===== src/rtl/rm_pkg.sv =====
package rm_pkg;
    localparam int          DIG_W   = 4;
    localparam int          N_DIGIT = 2;
    localparam logic [3:0]  DEC_TOP = 4'd9;
    typedef logic [DIG_W-1:0] bcd_t;
endpackage


===== src/rtl/rm_digit_clamp.sv =====
module rm_digit_clamp
    import rm_pkg::*;
(
    input  bcd_t raw_i,
    output bcd_t val_o
);
    always_comb begin
        val_o = (raw_i > DEC_TOP) ? DEC_TOP : raw_i;
    end
endmodule


===== src/rtl/rm_weight_gate.sv =====
module rm_weight_gate
    import rm_pkg::*;
(
    input  bcd_t slot_i,
    input  bcd_t digit_i,
    output logic hit_o
);
    logic w8, w4, w2, w1;

    // Disjoint slot sets of sizes 4, 2 and 1; the size-8 set avoids the
    // size-1 set. Slot 9 belongs to no set: it is kept for the cascade.
    always_comb begin
        w8 = 1'b0;
        w4 = 1'b0;
        w2 = 1'b0;
        w1 = 1'b0;
        case (slot_i)
            4'd0: w8 = 1'b1;
            4'd1: begin w8 = 1'b1; w4 = 1'b1; end
            4'd2: begin w8 = 1'b1; w2 = 1'b1; end
            4'd3: begin w8 = 1'b1; w4 = 1'b1; end
            4'd4: w1 = 1'b1;
            4'd5: w8 = 1'b1;
            4'd6: begin w8 = 1'b1; w4 = 1'b1; end
            4'd7: begin w8 = 1'b1; w2 = 1'b1; end
            4'd8: begin w8 = 1'b1; w4 = 1'b1; end
            default: ;
        endcase
        hit_o = (digit_i[3] & w8) | (digit_i[2] & w4)
              | (digit_i[1] & w2) | (digit_i[0] & w1);
    end
endmodule


===== src/rtl/dec_rate_mult.sv =====
module dec_rate_mult
    import rm_pkg::*;
#(
    parameter int HOLD_CYC = 200
) (
    input  logic       clk_i,
    input  logic       rst_i,
    input  logic       strobe_i,
    input  logic       en_i,
    input  logic [3:0] tens_i,
    input  logic [3:0] units_i,
    output logic       early_o
);
    localparam int HOLD_W = $clog2(HOLD_CYC + 1);
    localparam logic [HOLD_W-1:0] HOLD_LOAD = HOLD_W'(HOLD_CYC);

    typedef struct packed {
        bcd_t              fast;
        bcd_t              slow;
        logic [HOLD_W-1:0] hold;
    } st_t;

    st_t  st_q, st_d;
    bcd_t raw  [N_DIGIT];
    bcd_t dig  [N_DIGIT];
    bcd_t slot [N_DIGIT];
    logic hit  [N_DIGIT];
    logic step, fast_end, fire;

    // index 0 = units digit (slow counter), index 1 = tens digit (fast counter)
    assign raw[0]  = units_i;
    assign raw[1]  = tens_i;
    assign slot[0] = st_q.slow;
    assign slot[1] = st_q.fast;

    for (genvar g = 0; g < N_DIGIT; g++) begin : g_digit
        rm_digit_clamp u_clamp (
            .raw_i (raw[g]),
            .val_o (dig[g])
        );
        rm_weight_gate u_gate (
            .slot_i  (slot[g]),
            .digit_i (dig[g]),
            .hit_o   (hit[g])
        );
    end

    always_comb begin
        step     = strobe_i & en_i;
        fast_end = (st_q.fast == DEC_TOP);
        fire     = step & (hit[1] | (hit[0] & fast_end));

        st_d = st_q;
        if (step) begin
            st_d.fast = fast_end ? '0 : st_q.fast + 1'b1;
            if (fast_end) begin
                st_d.slow = (st_q.slow == DEC_TOP) ? '0 : st_q.slow + 1'b1;
            end
        end
        if (fire) begin
            st_d.hold = HOLD_LOAD;
        end else if (st_q.hold != '0) begin
            st_d.hold = st_q.hold - 1'b1;
        end
    end

    always_ff @(posedge clk_i) begin
        if (rst_i) begin
            st_q <= '0;
        end else begin
            st_q <= st_d;
        end
    end

    assign early_o = (st_q.hold != '0);
endmodule


===== config.mk =====
export PLATFORM = sky130hd
export DESIGN_NAME = dec_rate_mult
export DESIGN_NICKNAME = d
export VERILOG_FILES = /design/src/rtl/rm_pkg.sv /design/src/rtl/rm_digit_clamp.sv /design/src/rtl/rm_weight_gate.sv /design/src/rtl/dec_rate_mult.sv
export SDC_FILE = /design/constraint.sdc
export NUM_CORES = 1
export LEC_CHECK = 0
export ABC_CLOCK_PERIOD_IN_PS = 4700
export BUFFER_PORTS_ARGS = -buffer_cell sky130_fd_sc_hd__buf_2
export CAP_MARGIN = 20
export CORE_UTILIZATION = 50
export CTS_CLUSTER_SIZE = 8
export DETAILED_ROUTE_END_ITERATION = 8
export PLACE_DENSITY_LB_ADDON = 0.15
export SYNTH_ARGS = -nofsm -noshare
export SYNTH_HDL_FRONTEND = slang
export SYNTH_SLANG_ARGS = --single-unit
export TNS_END_PERCENT = 30

===== constraint.sdc =====
create_clock -name clk_i -period 4.7 [get_ports clk_i]
set_input_delay 0 -clock clk_i [delete_from_list [all_inputs] [get_ports clk_i]]
set_output_delay 0 -clock clk_i [all_outputs]
set_load 0.01 [all_outputs]

# Word-level counts from Yosys, hierarchy flattened
# Index checks and enable logic that the tools add are counted.
dict set report classes {
  reduce_logical 12
  n_lt_le_gt_ge 2
  eq_ne 18
  n_bitwise 18
  add_sub_neg 3
  mux 14
}
# op n
set op_table {}
lappend op_table {{== test 4 x 3 -> 1 bit, second input constant} 8}
lappend op_table {{== test 4 x 2 -> 1 bit, second input constant} 4}
lappend op_table {{== test 4 bit, second input constant} 4}
lappend op_table {{2-to-1 mux 4 bit} 4}
lappend op_table {{2-to-1 mux 8 bit} 2}
lappend op_table {{OR reduction 8 bit} 2}
lappend op_table {{bitwise AND 1 bit} 11}
lappend op_table {{adder 4 x 1 -> 4 bit, second input constant} 2}
lappend op_table {{== test 4 x 1 -> 1 bit, second input constant} 2}
lappend op_table {{> comparator 4 bit, second input constant} 2}
lappend op_table {{zero test 4 bit} 2}
lappend op_table {{2-to-1 mux 1 bit} 8}
lappend op_table {{nonzero test 8 bit} 1}
lappend op_table {{OR reduction 4 bit} 2}
lappend op_table {{subtractor 8 x 1 -> 8 bit, second input constant} 1}
lappend op_table {{OR 1 bit} 7}
lappend op_table {{OR reduction 2 bit} 3}
lappend op_table {{AND reduction 2 bit} 1}
lappend op_table {{nonzero test 2 bit} 1}
dict set report totals {
  wordCells 71
  reg_bits 16
  output_inout_bits 1
  input_bits 12
}

# Depth between registers and ports, before layout
dict set report depth {
  depth_word 11
  depth_mapped 7
}

# Cells and area by module
# A second synthesis with hierarchy kept.
dict set report hier_totals {
  hier_cells 121
  hier_area_um2 1001.0
}
# module cells_each n_inst area_per_inst_um2 seq_area_each_um2
set modules_own_cells {}
lappend modules_own_cells {dec_rate_mult 93 1 815.8 320.3}
lappend modules_own_cells {rm_weight_gate 9 2 65.1 0.0}
lappend modules_own_cells {rm_digit_clamp 5 2 27.5 0.0}

# Worst setup path after synthesis
# OpenSTA, ideal clock, no wires.
dict set report synth_timing {
  path_type {register -> register}
  from {register st_q[0] (netlist name)}
  to {register st_q[7] (netlist name)}
  stages_incl_launch_ff 8
  t_required_ns 4.573
  period_less_slack_ns 1.831
  arrival_time_ns 1.704
  path_slack_ns 2.869
  cell_sequence {dfxtp_1 -> inv_1 -> ha_1 -> or4b_4 -> nor2b_1 -> mux2i_1 -> nor2_1 -> or3_1}
}
dict set report synth_via {
  elab_chain_len 3
  word_cells_on_any_way 5
}
# element line_no
set synth_rtl {}
lappend synth_rtl {{start, declared} dec_rate_mult.sv:23} ;# st_t st_q, st_d;
lappend synth_rtl {{start signal, assigned} dec_rate_mult.sv:71} ;# st_q <= st_d;
lappend synth_rtl {{subtractor 8 x 1 -> 8 bit} dec_rate_mult.sv:63} ;# st_d.hold = st_q.hold - 1'b1;
lappend synth_rtl {{2-to-1 mux 8 bit} dec_rate_mult.sv:62} ;# end else if (st_q.hold != '0) begin
lappend synth_rtl {{2-to-1 mux 8 bit} dec_rate_mult.sv:60} ;# if (fire) begin
# Parallel ways exist; a longest one is shown, timed or not. The select of a mux whose other input is x is not followed.
# A chain may end at the register's enable or synchronous reset.

# Worst setup path after layout
# Same ends and word-level chain as after synthesis.

==> impl_summary.md <==
Status
The flow ran to the end, and the final reports show no timing, DRC or antenna violations.

Finish
The area growth from synthesis to layout is 5.68%. The net count of the finished layout is 151. The repair_antennas step left the layout with diodes totalling 0.

In the final layout, the share of cells above drive strength 1 is about 15%.

Power and ir drop
Combinational logic is responsible for around 45% of the overall power. The total chip power is 0.464 mW. Power spread over the standard cell area amounts to 407 nW/um^2. The internal power component is 0.297 mW. For this design the static power due to leakage is approximately 0.44 nW. Per report_power, the sequential group accounts for 41.0% of the total.

The switching share of power is 35.9%. IR analysis of the VDD net gives a maximum drop of 0.318 mV. The clock group share of total power is roughly 14%. Summed over all nets, the switching power comes to between 0.15 and 0.2 mW.

Timing
The final critical delay including setup and external delays is between 1.5 and 2 ns. The tightest slew margin relative to the limit is between 60% and 70%. Setup repair after global routing left no endpoint under its margin. After routing, the total negative slack on setup checks comes to 0 ns. The final period utilization is between 40 and 50%.

At the pin with the least slew margin, the transition time is between 0.4 and 0.5 ns. Hold is met by between 0.09 and 0.1 ns. Derived from the worst setup path, the maximum achievable clock frequency is 512 MHz. The setup skew after layout is 0.00507 ns. The final number of max-transition violations came to 0. The minimum setup slack in the final design is around 2.7 ns. The final setup violation count is 0. The number of hold violations in the final report was 0.

CTS
The number of clock buffers added by TritonCTS is 3. For this design, the sink count on the clock tree is 16. The root cell of the clock tree is clkbuf_4.

The count of hold-fix buffers inserted at cts is 0. In this run the number of H-tree levels came out at 1. Clock latency on the worst-skew pair, taken at its later pin, is 0.27 ns. After clock tree synthesis, the clock-pin slew on the worst setup and hold paths is ~0.090 ns. The longest clock path from root to sink contains 2 buffers.

After clock tree synthesis, the setup repair step added 0 buffers. The post-cts gate resize count is 0. The CTS tree is done.

Route
The average wire length per cell after detail routing is ~12 um. The residual antenna-violating net count after detailed routing is 0. The number of detailed-routing iterations run before antenna repair is 4. Using the TritonRoute via totals, the vias-per-cell ratio works out to roughly 5.6.

After the first detailed-routing iteration, the DRC count stood at 18. The routed via count is ~910. After detailed routing, the number of remaining DRC violations is 0. The routed design has 1.98 mm of wire.

Floorplanning
The chip height is ~48 um. The full die area is approximately 2300 sq um. Once the floorplan was initialized, standard cells occupied a little over half of the core. From left edge to right edge, the die measures 48.4 um. The row count is 16.

The number of top-level pins is 13. The area inside the core boundary is roughly 2000 sq um.

Setup path
At the worst endpoint, the required time is between 4 and 5 ns. The family with the most delay on the worst path is simple AND/OR/NAND/NOR gates. STA puts the critical path data arrival time at around 2.1 ns. The critical path capture point type is a flip-flop. Traced cell by cell, the critical path runs through inv_1 > ha_1 > or4b_4 > nor2b_1 > mux2i_1 > nor2_1 > or3_1. The maximum fanout along the worst path is 4. The worst setup path is launched from a flip-flop. The worst stage delay on the critical path is 0.51 ns. The total buffers and inverters traversed by the critical path is 1.

On the critical path, the stage with the largest delay is an instance of or4b_4. The category of the most critical setup path is reg2reg.

Yosys
After synthesis, the most frequently instantiated cells are 16 x dfxtp_1, 15 x nor2_1, 7 x nor2b_1, 7 x nor3_1. The synthesized design contains 0 enable-type register cells. The average footprint of a synthesized cell is ~8.4 sq um. In the post-synthesis netlist, the biggest area contributors are dfxtp_1 30%, nor2_1 5.2%, nor2b_1 4.1%, xnor2_1 4.1%, nor3_1 3.2%. The synthesis warning total is 0. The number of nets in the synthesized netlist is between 100 and 150. The cell taking the most area after synthesis is dfxtp_1.

The most common cell in the netlist is dfxtp_1. The flip-flop and latch count after synthesis is 16. The post-synthesis sequential area ratio is 29.7%. The synthesized netlist contains 43 unique library cells. The predominant post-synthesis flop cell is dfxtp_1. The post-synthesis cell area is 1080 sq um.

Summed over its instances, the top area cell type makes up a little under 30% of the synthesized netlist area. After technology mapping, the gate count stands at between 100 and 150. In the synthesized netlist the async set-or-reset flop fraction comes to 0%.

Global route
The overall routing resource usage is between 10% and 20%. The first global-routing pass estimated ~3.8 mm of wire. The initial antenna violation count is 0. The maximum number of pins on one net before global-route repair is 19. The via count of the first global-routing pass is 908.

For this run the aggregate overflow at the end of global routing stands at 0.

Place
In this run the tool buffered the top-level ports with 12 buffer cells. The estimated wirelength of the detail-placed design is roughly 1.5 mm. The worst setup slack after placement is 2.76 ns.

The congestion estimate from routability-driven global placement came to 0.765.

Run
The count of maximum capacitance violations is 0.

Worst hold path
The type of the most critical hold path is in2reg.
-- layer usage --
layer	track usage, %	part of all wire [%]	up-vias
met2	33.8	46	10
met4	5.88	0.50	0
met1	26.4	52	420
met5	0	0	-
li1	-	-	480
met3	2.83	1.9	2
-- flip-flops by register name (all words and copies together), names as in the netlist --
register	cells
slot	8
st_q	8
-- final timing paths --
kind / from / endpoint / slack (ns) / cells after the start
min reg2reg: slot[7]$_SDFFE_PP0P_ / slot[7]$_SDFFE_PP0P_ / 0.55 / 2
max: st_q[0]$_SDFFE_PP0P_ / st_q[7]$_SDFFE_PP0P_ / 2.75 / 7
max reg2reg: st_q[0]$_SDFFE_PP0P_ / st_q[7]$_SDFFE_PP0P_ / 2.75 / 7
min: rst_i / slot[2]$_SDFFE_PP0P_ / 0.1 / 2
-- layout by cell type, fill, tap and decap left out, types with 3 or more instances in the layout --
master / instances
nand2_1: 6
clkbuf_4: 3
xor2_1: 3
nor4_1: 4
or3_1: 3
nand3_1: 3
nor2_1: 15
nor3_1: 7
inv_1: 6
a21oi_1: 6
buf_2: 12
xnor2_1: 5
nor2b_1: 7
o21ai_0: 6
dfxtp_1: 16
nand2b_1: 3
nor3b_1: 3
-- per-stage QoR --
| stage | std cells | util (%) | cell area, sq um |
|---|---|---|---|
| after floorplan | 129 | - | 1080 |
| after global placement | 160 | 55.8 | 1120 |
| after detailed placement | 160 | 55.8 | 1120 |
| after CTS | 163 | 56.9 | 1140 |
| after global routing | 163 | 56.9 | 1140 |
| final | 163 | 56.9 | 1140 |
-- layout make-up --
cell class / instances / area [sq um]
clock buffer: 3 / 22.5
fill: 196 / 862
inverter: 6 / 22.5
multi-input combinational: 99 / 681
sequential: 16 / 320
tap: 27 / 33.8
timing repair buffer: 12 / 60.1
-- power groups by stage --
stage	clock (mW)	sequential, mW	combinational [mW]
4_1_cts	0.0711	0.191	0.207
2_1_floorplan	0	0.185	0.177
5_1_grt	0.0765	0.196	0.235
3_5_place_dp	0	0.194	0.206
6_report	0.0668	0.191	0.207
3_3_place_gp	0	0.192	0.200
-- worst register-to-register path, stage by stage (launching register included) --
cell     delay (ns)
dfxtp_1        0.33
inv_1          0.09
ha_1           0.21
or4b_4         0.51
nor2b_1        0.16
mux2i_1        0.13
nor2_1         0.05
or3_1          0.36
-- kinds of logic after synthesis --
| logic type | count (synthesis) | synth area share [%] |
|---|---|---|
| muxes | 1 | 0.928 |
| adders and majority gates | 1 | 1.16 |
| DFF | 16 | 29.7 |
| AOI/OAI and AO/OA | 24 | 18.4 |
| and+or+nand+nor | 65 | 36.1 |
| buffers and inverters | 14 | 7.19 |
| xor gates and xnor gates | 8 | 6.50 |
Power figures use the tool's default switching activity.
